===== src/rtl/pt_walker.sv =====
module pt_walker #(
  parameter int PA_W = 40
) (
  input  logic            clk,
  input  logic            rst_n,
  input  logic            req_valid,
  output logic            req_ready,
  input  logic [63:0]     req_vaddr,
  input  logic [1:0]      req_kind,
  input  logic            req_user,
  input  logic            nx_en,
  input  logic [PA_W-13:0] root_pfn,
  output logic            mem_rd_valid,
  output logic [PA_W-1:0] mem_rd_addr,
  input  logic            mem_rd_resp,
  input  logic [63:0]     mem_rd_data,
  output logic            mem_wr_valid,
  output logic [PA_W-1:0] mem_wr_addr,
  output logic [63:0]     mem_wr_data,
  output logic            done,
  output logic            fault,
  output logic [1:0]      fault_code,
  output logic [PA_W-1:0] paddr
);
  typedef enum logic [2:0] {S_IDLE, S_RD, S_WAIT, S_CHK, S_WB} st_t;

  st_t              st;
  logic [1:0]       lvl;
  logic [PA_W-13:0] base;
  logic [47:0]      va;
  logic [1:0]       kind;
  logic             usr, nxe;
  logic [63:0]      ent;

  wire       canon = (&req_vaddr[63:47]) | ~(|req_vaddr[63:47]);
  wire [8:0] idx   = va[12 + 9*lvl +: 9];
  wire [PA_W-1:0] ent_addr = {base, idx, 3'b000};

  wire np   = !ent[0];
  wire rsv  = |ent[51:PA_W];
  wire prot = (kind == 2'b01 && !ent[1]) || (usr && !ent[2]) ||
              (kind == 2'b10 && nxe && ent[63]);
  wire pass = !np && !rsv && !prot;
  wire adv  = (st == S_WB) || (st == S_CHK && pass && ent[5]);

  assign req_ready    = (st == S_IDLE);
  assign mem_rd_valid = (st == S_RD);
  assign mem_rd_addr  = ent_addr;
  assign mem_wr_valid = (st == S_WB);
  assign mem_wr_addr  = ent_addr;
  assign mem_wr_data  = ent | 64'h20;

  always_ff @(posedge clk) begin
    if (!rst_n) begin
      st <= S_IDLE; lvl <= '0; base <= '0; va <= '0; kind <= '0;
      usr <= 1'b0; nxe <= 1'b0; ent <= '0;
      done <= 1'b0; fault <= 1'b0; fault_code <= '0; paddr <= '0;
    end else begin
      done <= 1'b0;
      case (st)
        S_IDLE: if (req_valid) begin
          if (!canon) begin
            done <= 1'b1; fault <= 1'b1; fault_code <= 2'd0;
          end else begin
            va <= req_vaddr[47:0]; kind <= req_kind; usr <= req_user;
            nxe <= nx_en; base <= root_pfn; lvl <= 2'd3; st <= S_RD;
          end
        end
        S_RD:   st <= S_WAIT;
        S_WAIT: if (mem_rd_resp) begin
          ent <= mem_rd_data; st <= S_CHK;
        end
        S_CHK: begin
          if (!pass) begin
            done <= 1'b1; fault <= 1'b1; st <= S_IDLE;
            fault_code <= np ? 2'd1 : rsv ? 2'd2 : 2'd3;
          end else if (!ent[5]) st <= S_WB;
        end
        default: ;
      endcase
      if (adv) begin
        if (lvl == 2'd0) begin
          done <= 1'b1; fault <= 1'b0; st <= S_IDLE;
          paddr <= {ent[PA_W-1:12], va[11:0]};
        end else begin
          base <= ent[PA_W-1:12]; lvl <= lvl - 2'd1; st <= S_RD;
        end
      end
    end
  end
endmodule


===== config.mk =====
export PLATFORM = sky130hd
export DESIGN_NAME = pt_walker
export DESIGN_NICKNAME = d
export VERILOG_FILES = /design/src/rtl/pt_walker.sv
export SDC_FILE = /design/constraint.sdc
export NUM_CORES = 1
export LEC_CHECK = 0
export BUFFER_PORTS_ARGS = -buffer_cell sky130_fd_sc_hd__buf_4
export CORE_MARGIN = 8
export CORE_UTILIZATION = 45
export DETAILED_ROUTE_END_ITERATION = 6
export HOLD_SLACK_MARGIN = 0.1
export PLACE_DENSITY = 0.76
export SETUP_SLACK_MARGIN = 0.5
export SLEW_MARGIN = 30
export SYNTH_ARGS = -nofsm -noshare
export SYNTH_HDL_FRONTEND = slang
export SYNTH_SLANG_ARGS = --single-unit
export TNS_END_PERCENT = 5

===== constraint.sdc =====
create_clock -name clk -period 3.1 [get_ports clk]
set_input_delay 0.155 -clock clk [delete_from_list [all_inputs] [get_ports clk]]
set_output_delay 0.155 -clock clk [all_outputs]
set_load 0.02 [all_outputs]

==> run metrics <==
outcome=finished, final reports clean; Reg power frac=49.9%; Tcrit/Tclk final=78.7%; max-cap check violation count=0; post-synthesis cell area=8550 um2; mux contribution to synthesized area=just over 7%; Vias=~8000; Setup CP Type=reg -> reg; gr ovfl total=0; Vias/cell=between 5 and 6; Initial Utilization=between 40 and 50%; Die Ht=154 um; fin area=approximately 13000 um2; Tmin final=between 2 and 2.5 ns; Internal=between 3 and 4 mW; Fmax=between 400 and 500 MHz; relative slew slack=a little over two fifths; EDFF count, synth=0; clock tree buffer depth=2; Mapped Cells=between 900 and 1000; GRT Total Usage=23.6%; DP Area=between 10000 and 15000 um2; YS warnings=0; Critical Path RT=roughly 3.4 ns; initial antenna violation count=2; Hold WC Path Type=in -> reg; Worst-Skew Late Latency=about 0.42 ns; Placer Congestion=approximately 0.81; worst slew pin tran=approximately 0.86 ns; part of the power in the clock network=a little over two fifths; sequential area share after synthesis=45.2%; Clock transition at path regs=~0.070 ns; CP startpoint kind=register; CP top delay family=compound AO/OA/AOI/OAI gates; Top Ports=between 300 and 400; crit-path max FO=28; I/O Buffers=roughly 350; Worst path max stage delay=0.57 ns; Detailed Route WL=about 29000 um; most frequent cells in the layout=buf_4, nand2_1, dfxtp_1, dlygate4sd3_1, a21boi_0; Worst Skew=0.0109 ns; Syn Area/Cell=8.66 um2; CTS tree=built; first-pass GRT wire length=45100 um; RSZ-0062 raised after global routing=no; Core Box Area=~19000 um2; # setup viols final=0; crit end category=register; synth unique cells=39; Post-DRT Antenna Nets=0; post-cts resize count=0; vias in the first global route=8205; synthesis-stage register bit count=just under 200; final routed wire length divided by cell count=between 15 and 20 um; CTS root buf=clkbuf_16; switching portion of total power=22.1%; Slew Viols, Final=0; Worst IR Drop VDD=about 330 uV; Net Switching=between 1 and 1.5 mW; DR pass1 iterations=5; Lkg Pwr=5.32 nW; Comb power frac=under 10%; layout cells sized above 1=30.3%; row count=50; ys flop type=dfxtp_1; Synth Area in Compound Gates=15.3%; CP bufs+invs=2; CP arrival=approximately 2.8 ns; CP cell instances=and3b_2 -> nand2_1 -> nor4_4 -> buf_4 -> o21ai_4 -> buf_12 -> mux2i_1 -> nor2b_1; setup TNS=0 ns; endpoints failing hold=0; largest family of logic cells by synthesized area=simple AND/OR/NAND/NOR gates; CP max-delay cell=o21ai_4; CTS Buf Count=17; # DRC=0; P per Cell Area=just under 400 nW/um2; post-synthesis xor/xnor area fraction=0%; CTS H-Tree Depth=4; synth-to-layout area growth=46.5%; Total Die Area=roughly 24000 um2; clk sinks=around 190; most common cell after layout, fill and taps aside=buf_4; final net count=1509; Horiz. Die Dim=around 150 um; largest net degree at the start of global routing=between 100 and 150; fraction of registers with async set/reset=0%; DR iter-0 viols=approximately 340; adder-cell share of the synthesized area=0%; Detailed Place HPWL=18700 um; Post-Synth Simple-Gate Area=between 10% and 20%
## area by class of cell
| type | count | area (um2) |
|---|---|---|
| fill | 1436 | 6170 |
| timing repair buffer | 506 | 4200 |
| sequential | 193 | 3860 |
| multi-input combinational | 625 | 3620 |
| clock buffer | 19 | 433 |
| tap | 234 | 293 |
| clock inverter | 12 | 110 |
| inverter | 2 | 7.51 |
| antenna | 2 | 5.00 |
## power by group through the flow
stage                     Sequential, mW  Combinational, mW  Clock (mW)
final                               2.48              0.416        2.08
after global routing                2.48              0.442        2.22
after CTS                           2.48              0.407        2.13
after detailed placement            2.54              0.255           0
after global placement              2.54              0.253           0
after floorplan                     2.54             0.0790           0
## cells in the mapped netlist (4+ instances only)
master    instances  area (um2)
nand2_1         296        1110
dfxtp_1         193        3860
buf_4           108         811
a21boi_0        107         803
clkbuf_1         46         173
nor2b_1          41         257
mux2i_1          40         400
a31oi_1          29         181
o21ai_0          23         115
a21boi_1         12        90.1
o21ai_1          12        60.1
buf_2            10        50.1
mux4_2            9         203
nor2_1            9        33.8
buf_6             8        90.1
nand3_1           6        30.0
nor4_1            5        31.3
nand4_1           4        25.0
nor3_1            4        20.0
## timing repair
action,in CTS,in global routing
hold endpoints to repair,144,0
hold buffers,144,0
buffers inserted,0,1
setup endpoints to repair,0,14
## worst min-delay path: cells and delay by family
family                 cells  cell delay [ns]
buffers and inverters      1             0.13
AOI/OAI and AO/OA          2             0.23
and+or+nand+nor            1             0.04
## cells by family (layout without fill, tap and decap cells)
family                 count (synthesis)  after routing
other                                  2              9
DFF                                  193            193
muxes                                 49             49
and+or+nand+nor                      379            379
buffers and inverters                175            539
AOI/OAI and AO/OA                    190            190
## sequential cells by signal, summed over array words and instances, names as in the netlist
signal,cells
usr,1
nxe,1
lvl,2
kind,2
va,48
fault_code,2
done,1
paddr,40
ent,64
st,3
fault,1
base,28
## final timing paths
path	startpoint	endpoint	slack (ns)	depth (start not counted)
hold reg to reg	va[33]	va[33]	0.45	2
hold / removal	req_valid	st[0]	0.19	4
setup reg to reg	st[2]	paddr[39]	0.66	8
setup / recovery	st[2]	paddr[39]	0.66	8
## layer usage
| layer | routed length, um | GRT usage (%) |
|---|---|---|
| met5 | 0 | 0 |
| met4 | 847 | 9.80 |
| met3 | 1980 | 7.29 |
| met2 | 14500 | 40.6 |
| met1 | 11300 | 26.8 |
## stage by stage
step | hold WS [ns] | worst slack, ns | util, % | std cells | power (mW)
after floorplan | 0.294 | 1.11 | - | 993 | 2.62
after global placement | 0.411 | 0.638 | 56.2 | 1413 | 2.79
after detailed placement | 0.414 | 0.713 | 56.3 | 1415 | 2.79
after CTS | 0.168 | 0.698 | 66.9 | 1590 | 5.02
after global routing | 0.213 | 0.513 | 67.0 | 1593 | 5.14
final | 0.187 | 0.659 | 67.0 | 1593 | 4.98
Power figures use the tool's default switching activity.
